**config.mk**
```make
export PLATFORM = sky130hd
export DESIGN_NAME = psb_wakeup
export DESIGN_NICKNAME = d
export VERILOG_FILES = /design/src/rtl/psb_pkg.sv /design/src/rtl/psb_sb_bits.sv /design/src/rtl/psb_insert_check.sv /design/src/rtl/psb_slot.sv /design/src/rtl/psb_wakeup.sv
export SDC_FILE = /design/constraint.sdc
export NUM_CORES = 1
export LEC_CHECK = 0
export ABC_AREA = 0
export BUFFER_PORTS_ARGS = -buffer_cell sky130_fd_sc_hd__clkbuf_2
export CORE_UTILIZATION = 62
export DETAILED_ROUTE_END_ITERATION = 16
export PLACE_DENSITY = 0.83
export SLEW_MARGIN = 10
export SYNTH_ARGS = -nofsm -noshare
export SYNTH_HDL_FRONTEND = slang
export SYNTH_HIERARCHICAL = 1
export SYNTH_SLANG_ARGS = --single-unit
```
**constraint.sdc**
```tcl
create_clock -name clk -period 6.13 [get_ports clk]
set_input_delay 0.9195 -clock clk [delete_from_list [all_inputs] [get_ports clk]]
set_output_delay 0.9195 -clock clk [all_outputs]
set_load 0.02 [all_outputs]
```
**src/rtl/psb_pkg.sv**
```systemverilog
package psb_pkg;
  localparam int DEF_NPREG = 32;
  localparam int DEF_NENT  = 8;
  localparam int DEF_NSRC  = 2;

  // one extra bit so that out-of-file tags can be named
  function automatic int tag_width(input int npreg);
    return $clog2(npreg) + 1;
  endfunction

  function automatic int slot_width(input int nent);
    return (nent > 1) ? $clog2(nent) : 1;
  endfunction
endpackage

```
**src/rtl/psb_sb_bits.sv**
```systemverilog
module psb_sb_bits #(
  parameter int NPREG = 32,
  parameter int TAG_W = 6
) (
  input  logic             clk,
  input  logic             rst_n,
  input  logic             alloc_v,
  input  logic [TAG_W-1:0] alloc_tag,
  input  logic             cmp_v,
  input  logic [TAG_W-1:0] cmp_tag,
  output logic [NPREG-1:0] bits_q,
  output logic [NPREG-1:0] bits_nxt
);
  for (genvar i = 0; i < NPREG; i++) begin : g_bit
    logic set_hit, clr_hit;
    assign set_hit = cmp_v   && (cmp_tag   == TAG_W'(i));
    assign clr_hit = alloc_v && (alloc_tag == TAG_W'(i));
    // a new producer overrides a completion of the same register
    assign bits_nxt[i] = clr_hit ? 1'b0 : (set_hit ? 1'b1 : bits_q[i]);

    always_ff @(posedge clk or negedge rst_n) begin
      if (!rst_n) bits_q[i] <= 1'b1;
      else        bits_q[i] <= bits_nxt[i];
    end
  end
endmodule

```
**src/rtl/psb_insert_check.sv**
```systemverilog
module psb_insert_check #(
  parameter int NPREG = 32,
  parameter int NSRC  = 2,
  parameter int TAG_W = 6,
  localparam int IDX_W = TAG_W - 1
) (
  input  logic [NSRC*TAG_W-1:0] src_tags,
  input  logic [NSRC-1:0]       pre_rdy,
  input  logic [NPREG-1:0]      sb_view,
  output logic [NSRC-1:0]       src_rdy
);
  localparam logic [TAG_W-1:0] LIM = TAG_W'(NPREG);

  for (genvar s = 0; s < NSRC; s++) begin : g_src
    logic [TAG_W-1:0] tag;
    logic             tracked;
    assign tag     = src_tags[s*TAG_W +: TAG_W];
    assign tracked = (tag < LIM);
    assign src_rdy[s] = pre_rdy[s] || !tracked || sb_view[tag[IDX_W-1:0]];
  end
endmodule

```
**src/rtl/psb_slot.sv**
```systemverilog
module psb_slot #(
  parameter int NPREG = 32,
  parameter int NSRC  = 2,
  parameter int TAG_W = 6
) (
  input  logic                  clk,
  input  logic                  rst_n,
  input  logic                  kill,
  input  logic                  load,
  input  logic [NSRC*TAG_W-1:0] load_tags,
  input  logic [NSRC-1:0]       load_rdy,
  input  logic                  cmp_v,
  input  logic [TAG_W-1:0]      cmp_tag,
  output logic                  busy,
  output logic [NSRC-1:0]       waiting,
  output logic [NSRC*TAG_W-1:0] tags,
  output logic                  all_rdy
);
  localparam logic [TAG_W-1:0] LIM = TAG_W'(NPREG);

  logic [NSRC-1:0] rdy_q;
  logic [NSRC-1:0] wake_hit;

  always_ff @(posedge clk or negedge rst_n) begin
    if (!rst_n)    busy <= 1'b0;
    else if (load) busy <= 1'b1;
    else if (kill) busy <= 1'b0;
  end

  for (genvar s = 0; s < NSRC; s++) begin : g_src
    logic [TAG_W-1:0] tag_q;
    assign wake_hit[s] = cmp_v && (cmp_tag < LIM) && (cmp_tag == tag_q);
    assign tags[s*TAG_W +: TAG_W] = tag_q;

    always_ff @(posedge clk or negedge rst_n) begin
      if (!rst_n) begin
        tag_q    <= '0;
        rdy_q[s] <= 1'b0;
      end else if (load) begin
        tag_q    <= load_tags[s*TAG_W +: TAG_W];
        rdy_q[s] <= load_rdy[s];
      end else if (wake_hit[s]) begin
        rdy_q[s] <= 1'b1;
      end
    end
  end

  assign waiting = busy ? ~rdy_q : '0;
  assign all_rdy = busy && (&rdy_q);
endmodule

```
**src/rtl/psb_wakeup.sv**
```systemverilog
module psb_wakeup #(
  parameter int NPREG = psb_pkg::DEF_NPREG,
  parameter int NENT  = psb_pkg::DEF_NENT,
  parameter int NSRC  = psb_pkg::DEF_NSRC,
  localparam int TAG_W  = psb_pkg::tag_width(NPREG),
  localparam int SLOT_W = psb_pkg::slot_width(NENT)
) (
  input  logic                  clk,
  input  logic                  rst_n,
  input  logic                  alloc_valid,
  input  logic [TAG_W-1:0]      alloc_preg,
  input  logic                  cmp_valid,
  input  logic [TAG_W-1:0]      cmp_preg,
  input  logic                  ins_valid,
  input  logic [SLOT_W-1:0]     ins_slot,
  input  logic [NSRC*TAG_W-1:0] ins_src,
  input  logic [NSRC-1:0]       ins_pre_rdy,
  input  logic [NENT-1:0]       squash_mask,
  output logic [NENT-1:0]       issue_ready,
  output logic [NENT-1:0]       slot_busy,
  output logic [NPREG-1:0]      preg_ready,
  output logic                  reuse_err
);
  localparam logic [TAG_W-1:0] LIM = TAG_W'(NPREG);

  // named internal events
  logic              alloc_tracked;
  logic              cmp_tracked;
  logic [NENT-1:0]   load_vec;
  logic [NENT-1:0]   kill_vec;
  logic [NPREG-1:0]  sb_nxt;
  logic [NSRC-1:0]   ins_rdy;
  logic [NENT-1:0]   conflict_vec;
  logic              conflict_any;

  assign alloc_tracked = alloc_valid && (alloc_preg < LIM);
  assign cmp_tracked   = cmp_valid && (cmp_preg < LIM);
  assign load_vec      = ins_valid ? (NENT'(1) << ins_slot) : '0;
  assign kill_vec      = squash_mask;

  psb_sb_bits #(.NPREG(NPREG), .TAG_W(TAG_W)) u_bits (
    .clk      (clk),
    .rst_n    (rst_n),
    .alloc_v  (alloc_tracked),
    .alloc_tag(alloc_preg),
    .cmp_v    (cmp_tracked),
    .cmp_tag  (cmp_preg),
    .bits_q   (preg_ready),
    .bits_nxt (sb_nxt)
  );

  // insertion sees this cycle's allocation and completion
  psb_insert_check #(.NPREG(NPREG), .NSRC(NSRC), .TAG_W(TAG_W)) u_chk_in (
    .src_tags(ins_src),
    .pre_rdy (ins_pre_rdy),
    .sb_view (sb_nxt),
    .src_rdy (ins_rdy)
  );

  for (genvar e = 0; e < NENT; e++) begin : g_slot
    logic [NSRC-1:0]       wait_s;
    logic [NSRC*TAG_W-1:0] tag_s;
    logic [NSRC-1:0]       clash_s;

    psb_slot #(.NPREG(NPREG), .NSRC(NSRC), .TAG_W(TAG_W)) u_slot (
      .clk      (clk),
      .rst_n    (rst_n),
      .kill     (kill_vec[e]),
      .load     (load_vec[e]),
      .load_tags(ins_src),
      .load_rdy (ins_rdy),
      .cmp_v    (cmp_tracked),
      .cmp_tag  (cmp_preg),
      .busy     (slot_busy[e]),
      .waiting  (wait_s),
      .tags     (tag_s),
      .all_rdy  (issue_ready[e])
    );

    for (genvar s = 0; s < NSRC; s++) begin : g_clash
      assign clash_s[s] = wait_s[s] && (tag_s[s*TAG_W +: TAG_W] == alloc_preg);
    end

    assign conflict_vec[e] = (|clash_s) && !kill_vec[e] && !load_vec[e];
  end

  assign conflict_any = alloc_tracked && (|conflict_vec) &&
                        !(cmp_tracked && (cmp_preg == alloc_preg));

  always_ff @(posedge clk or negedge rst_n) begin
    if (!rst_n) reuse_err <= 1'b0;
    else        reuse_err <= conflict_any;
  end
endmodule

```
### After elaboration in Yosys (flattened, before gate mapping)

Index checks and enable logic that the tools add are counted.

| storage, ports and cells | value |
|---|---|
| bits in registers | 153 |
| input bits | 42 |
| word-level logic and storage cells | 500 |

| operators by class | value |
|---|---|
| $lt $le $gt $ge | 6 |
| equal/unequal tests | 95 |
| shift-type cells | 1 |
| muxes and demuxes | 125 |
| bitwise logic cells | 8 |
| reduce and logical (&&, ||, !) cells | 192 |

Operators with widths:

| kind | number |
|---|---|
| equality test 6 bit | 33 |
| equality test 6 x 5 -> 1 bit, second input constant | 32 |
| logical AND 1 bit | 126 |
| 2-to-1 mux 1 bit | 114 |
| equality test 6 x 4 -> 1 bit, second input constant | 16 |
| equality test 6 x 3 -> 1 bit, second input constant | 8 |
| nonzero test 2 bit | 24 |
| equality test 6 x 2 -> 1 bit, second input constant | 4 |
| less-than comparator 6 bit, second input constant | 4 |
| zero test 1 bit | 19 |
| 2-to-1 mux 2 bit | 8 |
| NOT 2 bit | 8 |
| AND reduction 2 bit | 8 |
| OR reduction 2 bit | 8 |
| equality test 6 x 1 -> 1 bit, second input constant | 2 |
| zero test 6 bit | 2 |
| less-than comparator 5 x 6 -> 1 bit, second input constant | 2 |
| binary-select mux 1 bit (select 5 bit) | 2 |
| 2-to-1 mux 8 bit | 1 |
| OR reduction 8 bit | 1 |
| left shift 1 x 3 -> 8 bit, first input constant | 1 |
| logical OR 1 bit | 4 |

### Longest topological paths before layout

Gate-level depths: netlist of the first run.

| logic depth | value |
|---|---|
| depth in word-level cells | 9 |
| mapped depth | 13 |
| depth with buffers taken out | 11 |

### Hierarchy

The synthesis of the first run kept the hierarchy.

By module, submodules not included:

| module | instances | cells an instance | area an instance (um^2) | seq. area each (um^2) |
|---|---|---|---|---|
| psb_slot | 8 | 53 | 700.7 | 375.4 |
| psb_sb_bits | 1 | 131 | 1477.7 | 840.8 |
| psb_wakeup | 1 | 181 | 1386.3 | 25.0 |
| psb_insert_check | 1 | 59 | 604.3 | 0.0 |

### Worst setup path before layout of the first run

Ideal clock, no wire load.

| path | value |
|---|---|
| kind | input -> register |
| start | in alloc_preg[5] |
| end | reg g_slot[0].u_slot.rdy_q[1] |
| arrival time | 3.598 ns |
| path slack | 2.408 ns |
| stages on the path | 12 |
| buffers on the path | 2 |
| cell sequence | buf_2 buf_2 nor2b_1 or3b_4 nor2_1 a21oi_1 mux4_1 mux4_2 nor4_2 nor2_1 mux2i_1 o21ai_1 |

| on the way | value |
|---|---|
| longest elaborated chain between the ends | 8 |

RTL lines:

| item | line | source |
|---|---|---|
| start, declared | psb_wakeup.sv:11 | `input logic [TAG_W-1:0] alloc_preg,` |
| less-than comparator 6 bit | psb_wakeup.sv:36 | `assign alloc_tracked = alloc_valid && (alloc_preg < LIM);` |
| logical AND 1 bit | psb_wakeup.sv:36 |  |
| via alloc_tracked | psb_wakeup.sv:27 | `logic alloc_tracked;` |
| logical AND 1 bit | psb_sb_bits.sv:17 | `assign clr_hit = alloc_v && (alloc_tag == TAG_W'(i));` |
| 2-to-1 mux 1 bit | psb_sb_bits.sv:19 | `assign bits_nxt[i] = clr_hit ? 1'b0 : (set_hit ? 1'b1 : bits_q[i]);` |
| via sb_nxt[3] | psb_wakeup.sv:31 | `logic [NPREG-1:0] sb_nxt;` |
| binary-select mux 1 bit (select 5 bit) | psb_insert_check.sv:19 | `assign src_rdy[s] = pre_rdy[s] \|\| !tracked \|\| sb_view[tag[IDX_W-1:0]];` |
| 2-to-1 mux 1 bit (not written as such) | psb_insert_check.sv:19 |  |
| logical OR 1 bit | psb_insert_check.sv:19 |  |
| via ins_rdy[1] | psb_wakeup.sv:32 | `logic [NSRC-1:0] ins_rdy;` |
| 2-to-1 mux 1 bit | psb_slot.sv:39 | `end else if (load) begin` |
| end signal, assigned by index | psb_slot.sv:41 | `rdy_q[s] <= load_rdy[s];` |
| end, declared | psb_slot.sv:21 | `logic [NSRC-1:0] rdy_q;` |

The timed path passes the listed nets, and every way through them passes these cells. The select of a mux whose other input is x is not followed.
A chain may end at the register's enable or synchronous reset.

### Final worst setup path of the first run

| path | value |
|---|---|
| start | in cmp_preg[5] |
| end | reg g_slot[1].u_slot.rdy_q[1] |

| on the way | value |
|---|---|
| longest elaborated chain between the ends | 9 |

RTL lines:

| item | line | source |
|---|---|---|
| start, declared | psb_wakeup.sv:13 | `input logic [TAG_W-1:0] cmp_preg,` |
| less-than comparator 6 bit | psb_wakeup.sv:37 | `assign cmp_tracked = cmp_valid && (cmp_preg < LIM);` |
| logical AND 1 bit | psb_wakeup.sv:37 |  |
| via cmp_tracked | psb_wakeup.sv:28 | `logic cmp_tracked;` |
| logical AND 1 bit | psb_sb_bits.sv:16 | `assign set_hit = cmp_v && (cmp_tag == TAG_W'(i));` |
| 2-to-1 mux 1 bit (2 in series) | psb_sb_bits.sv:19 |  |
| via sb_nxt[8] | psb_wakeup.sv:31 |  |
| binary-select mux 1 bit (select 5 bit) | psb_insert_check.sv:19 |  |
| 2-to-1 mux 1 bit (not written as such) | psb_insert_check.sv:19 |  |
| logical OR 1 bit | psb_insert_check.sv:19 |  |
| via ins_rdy[1] | psb_wakeup.sv:32 |  |
| 2-to-1 mux 1 bit | psb_slot.sv:39 |  |
| end signal, assigned by index | psb_slot.sv:41 |  |
| end, declared | psb_slot.sv:21 |  |

The timed path passes the listed nets, and every way through them passes these cells. The select of a mux whose other input is x is not followed.

==> summary.md, run 1 <==
| Metric | Value |
|---|---|
| Part of the cycle the worst path needs | `0.812` |
| Fmax | `201 MHz` |
| Initial antenna violation count | `0` |
| Reg2reg start | `u_bits/bits_q[12]` |
| # Post-CTS Setup Buffers | `0` |
| CP Max Fanout | `17` |
| Worst setup SP type | `primary input` |
| Root Driver | `clkbuf_16` |
| Maxcap violations | `0` |
| Pwr Density | `327 nW/um^2` |
| CP max-delay cell | `nor2b_1` |
| Final Non-Filler Cells | `1070` |
| First-pass GRT wire length | `40.7 mm` |
| CORE AREA | `14100 sq um` |
| Total CTS buffers | `17` |
| Pre-CTS setup slack | `0.895 ns` |
| Vias in the first global route | `7181` |
| Worst setup margin | `1.15 ns` |
| WL/cell | `24.9 um` |
| Routed via count | `7055` |
| Reg-to-reg endpoint | `g_slot[1].u_slot/rdy_q[1]` |
| Outcome | `completed` |
| Leakage power | `0.00433 uW` |
| WS Path Type | `in -> reg` |
| Gr usage total | `0.374` |
| H-tree Lvls | `4` |
| Setup-failing EPs final | `0` |
| Sum Neg Setup Slack | `0 ns` |
| Syn nets | `837` |
| Worst slew pin tran | `1.25 ns` |
| Reg-to-reg setup timing slack | `3.37 ns` |
| CP max stage delay | `1.06 ns` |
| Number of synthesized flops with an enable pin | `0` |
| Register area share after synthesis | `0.426` |
| Synth cell count leaders | `121 x dfrtp_1, 100 x xor2_1, 97 x mux2_2` |
| Drt drc | `0` |
| Synthesized area per cell | `11.4 sq um` |
| Post-synth top flop | `dfrtp_1` |
| Synth cell types | `50` |
| Hold Path Class | `in -> async` |
| Post-synthesis cell count | `795` |
| Final Hold Fails | `0` |
| Count leader, synth | `dfrtp_1` |
| Netlist Area Pre-Place | `9070 sq um` |
| DRT Pass-1 Iters | `5` |
| Tmin final | `4.98 ns` |
| Share of layout cells above drive strength 1 | `0.312` |
| Layout Nets | `919` |
| Yosys warning count | `6` |
| Worst-Skew Late Latency | `0.43 ns` |
| R2r worst-path depth | `9` |
| Largest net degree at the start of global routing | `88` |
| Crit path max-delay family | `simple AND/OR/NAND/NOR gates` |
| CTS tree | `yes` |
| Slew headroom | `0.166` |
| Max clock buf depth | `2` |
| GRT overflow | `0` |
| Ant diodes | `0` |
| Placed cells | `1038` |
| Die area | `15100 sq um` |
| DRT Wirelength | `26.7 mm` |
| Die Ht | `123 um` |
| # rows | `43` |
| Drt initial violations | `738` |
| Crit path top cell by count | `a21oi_1` |
| CP arrival | `5.34 ns` |
| Port bufs | `90` |
| Maximum vdd drop | `0.215 mV` |
| CTS resizes | `0` |
| Initial core utilization | `0.644` |
| RSZ-0062 raised after global routing | `no` |
| Final Skew | `0.00778 ns` |
| Final Max Tran Viols | `0` |
| CTS Sinks | `153` |
| GP Congestion | `0.945` |
| Post-synthesis register bit count | `153` |
| Antenna Nets Post-Route | `0` |
| IO Count | `91` |
| Die W | `123 um` |
| Area share of the leading cell type in the synthesized netlist | `0.334` |
| Hold-fix buffers at CTS | `0` |
| Buf/Inv on CP | `1` |
| Clock Pin Slew Worst Setup and Hold Paths | `0.07 ns` |
| Synth top area cells | `dfrtp_1 33%, mux2_2 12%, xor2_1 9.7%` |
| Avg Vias per Cell | `6.59` |
| Post-synth ARST share | `1.00` |
| Area Overhead vs Synth | `12.9%` |
| Dpl hpwl | `16.2 mm` |
| Largest area contributor in the netlist | `dfrtp_1` |
| Critical path cell sequence | `clkbuf_2, nor2b_1, nor4b_2, a21oi_1, a21oi_1, mux4_1, mux2i_1, o211ai_1, a21oi_1, nor2_1, mux2i_1, o21ai_1` |
| WP data required | `6.49 ns` |
| Critical path endpoint category | `flop` |
==> placed cells by master (no fill, tap or decap), types with 4 or more instances in the layout <==
cell / count
nor4_1: 15
buf_4: 10
clkbuf_16: 17
mux2_2: 97
a21oi_1: 60
mux2i_1: 33
o21ai_1: 16
nand2b_1: 4
xnor2_1: 81
nor2_1: 21
xor2_1: 100
o21ai_0: 7
dfstp_2: 32
dfrtp_1: 121
clkbuf_2: 89
bufinv_16: 4
and3_1: 9
nor2b_1: 21
nand3_1: 17
nand2_1: 8
a31oi_1: 9
or4_1: 18
inv_1: 8
mux4_1: 7
a21o_1: 8
nand4_1: 20
nor3b_1: 9
and2b_1: 4
==> through the flow <==
stage,hold WS [ns],power (uW),utilization,instance area [sq um]
floorplan,0.488,1950,-,9070
global placement,0.509,2150,0.681,9600
detailed placement,0.519,2200,0.681,9600
CTS,0.533,3360,0.727,10200
global route,0.555,3490,0.727,10200
finish,0.510,3350,0.727,10200
==> logic make-up after synthesis <==
group,after synthesis,share of synthesized area
mux,139,0.182
flops,153,0.426
xor+xnor,181,0.175
simple gates,169,0.121
buf+inv,45,0.0295
compound gates,108,0.0659
==> routing by layer <==
metal,track usage,vias up,wire [um]
met5,0,-,0
met4,0.190,0,1150
met3,0.0775,95,2440
met2,0.582,431,12400
met1,0.499,3524,10700
li1,-,3005,-
==> power breakdown <==
group          switching (uW)  internal (uW)
logic                     396            377
clock network             442            708
registers                 203           1230
total                    1040           2310
==> cell type report <==
type | count | area [sq um]
Fill cell | 981 | 3850
Timing Repair Buffer | 100 | 532
Clock inverter | 13 | 191
Tap cell | 180 | 225
Sequential cell | 153 | 3870
Multi-Input combinational cell | 597 | 4950
Clock buffer | 19 | 453
Inverter | 8 | 30.0
==> worst max-delay path by stage <==
stage / endpoint / cells after the start / slack, ns / start
finish: g_slot[1].u_slot/rdy_q[1] / 12 / 1.15 / cmp_preg[5]
global route: g_slot[3].u_slot/rdy_q[1] / 12 / 1.06 / cmp_preg[5]
CTS: g_slot[1].u_slot/rdy_q[1] / 12 / 1.39 / cmp_preg[5]
detailed placement: g_slot[1].u_slot/rdy_q[1] / 12 / 0.89 / cmp_preg[5]
global placement: g_slot[7].u_slot/rdy_q[1] / 12 / 0.91 / cmp_preg[5]
floorplan: g_slot[0].u_slot/rdy_q[1] / 12 / 2.41 / alloc_preg[5]
==> worst register-to-register path, cell delays in order (launching register included) <==
cell      delay, ns
dfstp_2        0.56
a21oi_1        0.04
a31oi_1        0.29
mux4_1         0.31
mux2i_1        0.07
o211ai_1       0.16
a21oi_1        0.06
nor2_1         0.88
mux2i_1        0.19
o21ai_1        0.13
==> flip-flops by register name, summed over array words and instances (netlist names) <==
name	flops
g_slot.u_slot/busy	8
g_slot.u_slot/g_src.tag_q	96
g_slot.u_slot/rdy_q	16
reuse_err	1
u_bits/bits_q	32
(Power assumes the default switching activity.)
==> run 2: changes to the inputs <==
--- a/config.mk
+++ b/config.mk
@@ -7,9 +7,9 @@
 export LEC_CHECK = 0
 export ABC_AREA = 0
 export BUFFER_PORTS_ARGS = -buffer_cell sky130_fd_sc_hd__clkbuf_2
-export CORE_UTILIZATION = 62
+export CORE_UTILIZATION = 60
 export DETAILED_ROUTE_END_ITERATION = 16
-export PLACE_DENSITY = 0.83
+export PLACE_DENSITY = 0.81
 export SLEW_MARGIN = 10
 export SYNTH_ARGS = -nofsm -noshare
 export SYNTH_HDL_FRONTEND = slang
==> constraint.sdc (replaced) <==
create_clock -name clk -period 5 [get_ports clk]
set_input_delay 0.75 -clock clk [delete_from_list [all_inputs] [get_ports clk]]
set_output_delay 0.75 -clock clk [all_outputs]
set_load 0.02 [all_outputs]
==> summary.md, run 2 (same netlist as run 1, synthesis figures left out) <==
| Metric | Value |
|---|---|
| Outcome | `finished with violations (was completed)` |
| Failing checks | `design-rule violations` |
| Top Layer Used | `met4 (unchanged)` |
| H-tree Lvls | `4 (unchanged)` |
| Pwr Density | `381 nW/um^2 (was 327 nW/um^2)` |
| Pre-CTS setup slack | `1.00 ns (was 0.895 ns)` |
| Dpl hpwl | `16.5 mm (was 16.2 mm)` |
| CP arrival | `4.00 ns (was 5.34 ns)` |
| CTS resizes | `0 (unchanged)` |
| CTS Sinks | `153 (unchanged)` |
| Gr usage total | `0.340 (was 0.374)` |
| Leakage power | `0.00435 uW (was 0.00433 uW)` |
| Die W | `125 um (was 123 um)` |
| Antenna Nets Post-Route | `0 (unchanged)` |
| Max reg flops | `96 (unchanged)` |
| Top reg by flops | `g_slot.u_slot/g_src.tag_q (unchanged)` |
| DRT Pass-1 Iters | `11 (was 5)` |
| Critical path cell sequence | `clkbuf_2, nand3b_1, nor3_1, a21oi_1, mux4_1, mux4_2, nor4_2, nor2_1, buf_4, mux2i_1, o21ai_1 (was clkbuf_2, nor2b_1, nor4b_2, a21oi_1, a21oi_1, mux4_1, mux2i_1, o211ai_1, a21oi_1, nor2_1, mux2i_1, o21ai_1)` |
| Met3 WL | `2.10 mm (was 2.44 mm)` |
| DRT Wirelength | `25.3 mm (was 26.7 mm)` |
| Total CTS buffers | `17 (unchanged)` |
| Port bufs | `90 (unchanged)` |
| Final Hold Fails | `0 (unchanged)` |
| Tmin final | `3.70 ns` |
| Worst setup SP type | `primary input (unchanged)` |
| Maxcap violations | `0 (unchanged)` |
| CP Max Fanout | `19 (was 17)` |
| Clock Pin Slew Worst Setup and Hold Paths | `0.05 ns (was 0.07 ns)` |
| Slew headroom | `0.380 (was 0.166)` |
| Layout Nets | `932 (was 919)` |
| Initial core utilization | `0.620 (was 0.644)` |
| Fmax | `271 MHz` |
| Initial antenna violation count | `0 (unchanged)` |
| Routed via count | `6868 (was 7055)` |
| Drt drc | `10 (was 0)` |
| Sum Neg Setup Slack | `0 ns (unchanged)` |
| WL/cell | `23.3 um (was 24.9 um)` |
| Top Registers | `g_slot.u_slot/g_src.tag_q: 96 flops, u_bits/bits_q: 32 flops, g_slot.u_slot/rdy_q: 16 flops (unchanged)` |
| Hold Path Class | `in -> async (unchanged)` |
| Max clock buf depth | `2 (unchanged)` |
| Part of the cycle the worst path needs | `0.739` |
| IO Count | `91 (unchanged)` |
| GRT overflow | `0 (unchanged)` |
| Worst-Skew Late Latency | `0.43 ns (about the same)` |
| Buf/Inv on CP | `2 (was 1)` |
| Wire length on met2 | `11.6 mm (was 12.4 mm)` |
| Worst slew pin tran | `0.929 ns (was 1.25 ns)` |
| Setup-failing EPs final | `0 (unchanged)` |
| Avg Vias per Cell | `6.32 (was 6.59)` |
| GP Congestion | `0.997 (was 0.945)` |
| Commonest non-fill, non-tap cell in the layout | `dfrtp_1 (unchanged)` |
| Root Driver | `clkbuf_16 (unchanged)` |
| Met1 Routed Length | `10.4 mm (was 10.7 mm)` |
| Largest net degree at the start of global routing | `85 (was 88)` |
| CTS tree | `yes (unchanged)` |
| Hold-fix buffers at CTS | `0 (unchanged)` |
| Vias in the first global route | `6976 (was 7181)` |
| Die area | `15600 sq um (was 15100 sq um)` |
| Share of layout cells above drive strength 1 | `0.316 (was 0.312)` |
| WS Path Type | `in -> reg (unchanged)` |
| Area Overhead vs Synth | `13.0% (was 12.9%)` |
| CP max stage delay | `0.61 ns (was 1.06 ns)` |
| CP max-delay cell | `clkbuf_2 (was nor2b_1)` |
| Most frequent cells in the layout | `121 x dfrtp_1, 100 x xor2_1, 97 x mux2_2 (unchanged)` |
| First-pass GRT wire length | `39.6 mm (was 40.7 mm)` |
| Die Ht | `125 um (was 123 um)` |
| CORE AREA | `14600 sq um (was 14100 sq um)` |
| # rows | `44 (was 43)` |
| WP data required | `5.30 ns (was 6.49 ns)` |
| RSZ-0062 raised after global routing | `no (unchanged)` |
| Drt initial violations | `571 (was 738)` |
| # Post-CTS Setup Buffers | `0 (unchanged)` |
| Final Max Tran Viols | `0 (unchanged)` |
| Maximum vdd drop | `0.314 mV (was 0.215 mV)` |
| Ant diodes | `0 (unchanged)` |
| Critical path endpoint category | `flop (unchanged)` |
| Final Skew | `0.00717 ns (was 0.00778 ns)` |
| Crit path max-delay family | `multiplexers (was simple AND/OR/NAND/NOR gates)` |
| Worst setup margin | `1.30 ns (was 1.15 ns)` |
run 2: cell count changes in the layout (fill, tap and decap cells not counted), sizes merged:
cell and delta:
buf +13, bufinv -2, clkbuf +3, clkinv +1, clkinvlp -1, inv -2
run 2: cell type report:
| cell class | instances | area, sq um |
|---|---|---|
| tap | 184 | 230 |
| clock inverter | 9 | 101 |
| inverter | 8 | 30.0 |
| sequential | 153 | 3870 |
| fill | 1111 | 4390 |
| multi-input combinational | 597 | 4950 |
| clock buffer | 22 | 444 |
| timing repair buffer | 113 | 629 |
run 2: final timing paths:
kind | start | endpoint | slack (ns) | cells after the start
max | alloc_preg[4] | g_slot[0].u_slot/rdy_q[1] | 1.30 | 11
max in group asynchronous | rst_n | u_bits/bits_q[7] | 3.55 | 2
min reg2reg | g_slot[2].u_slot/rdy_q[1] | g_slot[2].u_slot/rdy_q[1] | 0.53 | 2
min in group clk | g_slot[2].u_slot/rdy_q[1] | g_slot[2].u_slot/rdy_q[1] | 0.53 | 2
max reg2reg | u_bits/bits_q[15] | g_slot[5].u_slot/rdy_q[0] | 2.56 | 9
min | rst_n | g_slot[0].u_slot/g_src[0].tag_q[2] | 0.37 | 1
run 2: layer usage:
layer / vias up / GRT usage
met2: 361 / 0.532
met5: - / 0
met4: 0 / 0.176
met3: 88 / 0.0749
li1: 3044 / -
met1: 3375 / 0.447
run 2: power breakdown:
part	switching (uW)	total (uW)	internal [uW]
clock network	488	1210	727
logic	463	931	468
registers	246	1750	1510
run 2: stage by stage:
stage          cell area (sq um)  hold WS, ns   util  std cells  power, uW
2_1_floorplan               9070        0.454      -        795       2390
3_3_place_gp                9710        0.507  0.663       1055       2650
3_5_place_dp                9710        0.511  0.663       1055       2690
4_1_cts                    10300        0.396  0.700       1086       3910
5_1_grt                    10300        0.429  0.700       1086       4100
6_report                   10300        0.367  0.700       1086       3900
==> run 3: changes to the inputs <==
--- a/config.mk
+++ b/config.mk
@@ -7,9 +7,9 @@
 export LEC_CHECK = 0
 export ABC_AREA = 0
 export BUFFER_PORTS_ARGS = -buffer_cell sky130_fd_sc_hd__clkbuf_2
-export CORE_UTILIZATION = 60
+export CORE_UTILIZATION = 54
 export DETAILED_ROUTE_END_ITERATION = 16
-export PLACE_DENSITY = 0.81
+export PLACE_DENSITY = 0.77
 export SLEW_MARGIN = 10
 export SYNTH_ARGS = -nofsm -noshare
 export SYNTH_HDL_FRONTEND = slang
==> constraint.sdc (replaced) <==
create_clock -name clk -period 3.2 [get_ports clk]
set_input_delay 0.48 -clock clk [delete_from_list [all_inputs] [get_ports clk]]
set_output_delay 0.48 -clock clk [all_outputs]
set_load 0.02 [all_outputs]
==> summary.md, run 3 (same netlist as run 1, synthesis figures left out) <==
| Metric | Value |
|---|---|
| Port bufs | `90 (unchanged)` |
| Slew headroom | `0.500 (was 0.380)` |
| Layout Nets | `974 (was 932)` |
| Pwr Total | `6470 uW (was 3900 uW)` |
| Final Max Tran Viols | `0 (unchanged)` |
| Dpl hpwl | `17.7 mm (was 16.5 mm)` |
| CTS tree | `yes (unchanged)` |
| Most frequent cells in the layout | `121 x dfrtp_1, 100 x xor2_1, 97 x mux2_2 (unchanged)` |
| Worst setup SP type | `primary input (unchanged)` |
| Avg Vias per Cell | `6.11 (was 6.32)` |
| Area Overhead vs Synth | `18.2% (was 13.0%)` |
| Sequential power share | `0.424 (was 0.450)` |
| Hold Path Class | `in -> async (unchanged)` |
| Sw Ratio | `0.310 (was 0.307)` |
| Die area | `17300 sq um (was 15600 sq um)` |
| First-pass GRT wire length | `40.9 mm (was 39.6 mm)` |
| Routed via count | `7115 (was 6868)` |
| Final Hold Fails | `0 (unchanged)` |
| Combinational Power Share | `0.237 (was 0.239)` |
| DRT Wirelength | `26.6 mm (was 25.3 mm)` |
| Max clock buf depth | `2 (unchanged)` |
| CTS resizes | `0 (unchanged)` |
| CORE AREA | `16500 sq um (was 14600 sq um)` |
| Root Driver | `clkbuf_16 (unchanged)` |
| Sw power | `2000 uW (was 1200 uW)` |
| H-tree Lvls | `4 (unchanged)` |
| Part of the cycle the worst path needs | `0.889` |
| Critical path cell sequence | `clkbuf_2, nor2b_2, or3b_4, nor3_4, a21oi_1, mux4_1, mux4_2, nor4_2, nor2_2, mux2i_1, o21ai_1 (was clkbuf_2, nand3b_1, nor3_1, a21oi_1, mux4_1, mux4_2, nor4_2, nor2_1, buf_4, mux2i_1, o21ai_1)` |
| Worst setup margin | `0.356 ns (was 1.30 ns)` |
| Max reg flops | `96 (unchanged)` |
| Vias in the first global route | `7185 (was 6976)` |
| Buf/Inv on CP | `1 (was 2)` |
| Top reg by flops | `g_slot.u_slot/g_src.tag_q (unchanged)` |
| Crit path max-delay family | `multiplexers (unchanged)` |
| Clock network fraction of total power | `0.339 (was 0.311)` |
| Maximum vdd drop | `0.425 mV (was 0.314 mV)` |
| CP arrival | `3.15 ns (was 4.00 ns)` |
| Die W | `132 um (was 125 um)` |
| Tmin final | `2.84 ns` |
| Largest net degree at the start of global routing | `76 (was 85)` |
| Gr usage total | `0.318 (was 0.340)` |
| GRT overflow | `0 (unchanged)` |
| Final Skew | `0.00690 ns (was 0.00717 ns)` |
| Top Registers | `g_slot.u_slot/g_src.tag_q: 96 flops, u_bits/bits_q: 32 flops, g_slot.u_slot/rdy_q: 16 flops (unchanged)` |
| # rows | `47 (was 44)` |
| Drt drc | `0 (was 10)` |
| CTS Sinks | `153 (unchanged)` |
| Hold-fix buffers at CTS | `0 (unchanged)` |
| Total CTS buffers | `17 (unchanged)` |
| Pwr Density | `603 nW/um^2 (was 381 nW/um^2)` |
| Drt initial violations | `517 (was 571)` |
| Critical path endpoint category | `flop (unchanged)` |
| Leakage power | `0.00461 uW (was 0.00435 uW)` |
| # Post-CTS Setup Buffers | `0 (unchanged)` |
| IO Count | `91 (unchanged)` |
| WL/cell | `22.8 um (was 23.3 um)` |
| Initial antenna violation count | `1 (was 0)` |
| Share of layout cells above drive strength 1 | `0.356 (was 0.316)` |
| Initial core utilization | `0.551 (was 0.620)` |
| Worst slew pin tran | `0.748 ns (was 0.929 ns)` |
| Die Ht | `132 um (was 125 um)` |
| Worst-Skew Late Latency | `0.43 ns (about the same)` |
| WP data required | `3.51 ns (was 5.30 ns)` |
| Antenna Nets Post-Route | `0 (unchanged)` |
| Outcome | `completed (was finished with violations)` |
| Maxcap violations | `0 (unchanged)` |
| Fmax | `352 MHz` |
| DRT Pass-1 Iters | `5 (was 11)` |
| Ant diodes | `0 (unchanged)` |
| WS Path Type | `in -> reg (unchanged)` |
| CP Max Fanout | `8 (was 19)` |
| Core Util, Final | `0.652 (was 0.700)` |
| Clock Pin Slew Worst Setup and Hold Paths | `0.07 ns (was 0.05 ns)` |
| Pre-CTS setup slack | `-0.0850 ns (was 1.00 ns)` |
| FILL cells | `1292 (was 1111)` |
| CP max-delay cell | `mux4_1 (was clkbuf_2)` |
| Sum Neg Setup Slack | `0 ns (unchanged)` |
| Setup-failing EPs final | `0 (unchanged)` |
| P_int | `4460 uW (was 2700 uW)` |
| GP Congestion | `0.889 (was 0.997)` |
| CP max stage delay | `0.51 ns (was 0.61 ns)` |
| RSZ-0062 raised after global routing | `no (unchanged)` |
| Commonest non-fill, non-tap cell in the layout | `dfrtp_1 (unchanged)` |
[run 3: power groups by stage]
stage	logic [uW]	registers [uW]	clock network [uW]
after global routing	1660	2800	2280
final	1530	2740	2190
after floorplan	985	2750	0
after global placement	1460	2750	0
after CTS	1530	2740	2210
after detailed placement	1500	2770	0
[run 3: stage by stage]
step                      hold slack [ns]  std cells  area, sq um
after detailed placement            0.513       1133        10100
after floorplan                     0.184        795         9100
after global routing                0.124       1165        10700
final                              0.0573       1165        10700
after CTS                           0.100       1165        10700
after global placement              0.507       1133        10100
[run 3: cell type report]
cell class / count / area, sq um / share of cell area
timing repair buffer: 155 / 945 / 0.0880
tap: 220 / 275 / 0.0257
inverter: 8 / 30.0 / 0.00280
multi-input combinational: 597 / 4970 / 0.463
sequential: 153 / 3870 / 0.361
clock inverter: 15 / 214 / 0.0199
clock buffer: 17 / 425 / 0.0397
[run 3: worst paths after layout]
check,cells past startpoint,start,to,slack (ns)
worst max register to register,9,u_bits/bits_q[25],g_slot[2].u_slot/rdy_q[1],0.81
worst min register to register,2,g_slot[4].u_slot/rdy_q[0],g_slot[4].u_slot/rdy_q[0],0.52
max in group asynchronous,2,rst_n,u_bits/bits_q[29],2.25
worst max-delay path,11,alloc_valid,g_slot[2].u_slot/rdy_q[1],0.36
min in group clk,3,squash_mask[4],g_slot[4].u_slot/busy,0.31
worst min-delay path,1,rst_n,g_slot[5].u_slot/g_src[0].tag_q[0],0.06
[run 3: layer usage]
layer | GRT usage | wire length [um] | part of all wire | vias to the layer above
met5 | 0 | 0 | 0 | -
met4 | 0.164 | 1030 | 0.039 | 0
met3 | 0.0613 | 2160 | 0.081 | 88
met2 | 0.522 | 12900 | 0.49 | 387
met1 | 0.400 | 10500 | 0.39 | 3504
li1 | - | - | - | 3136
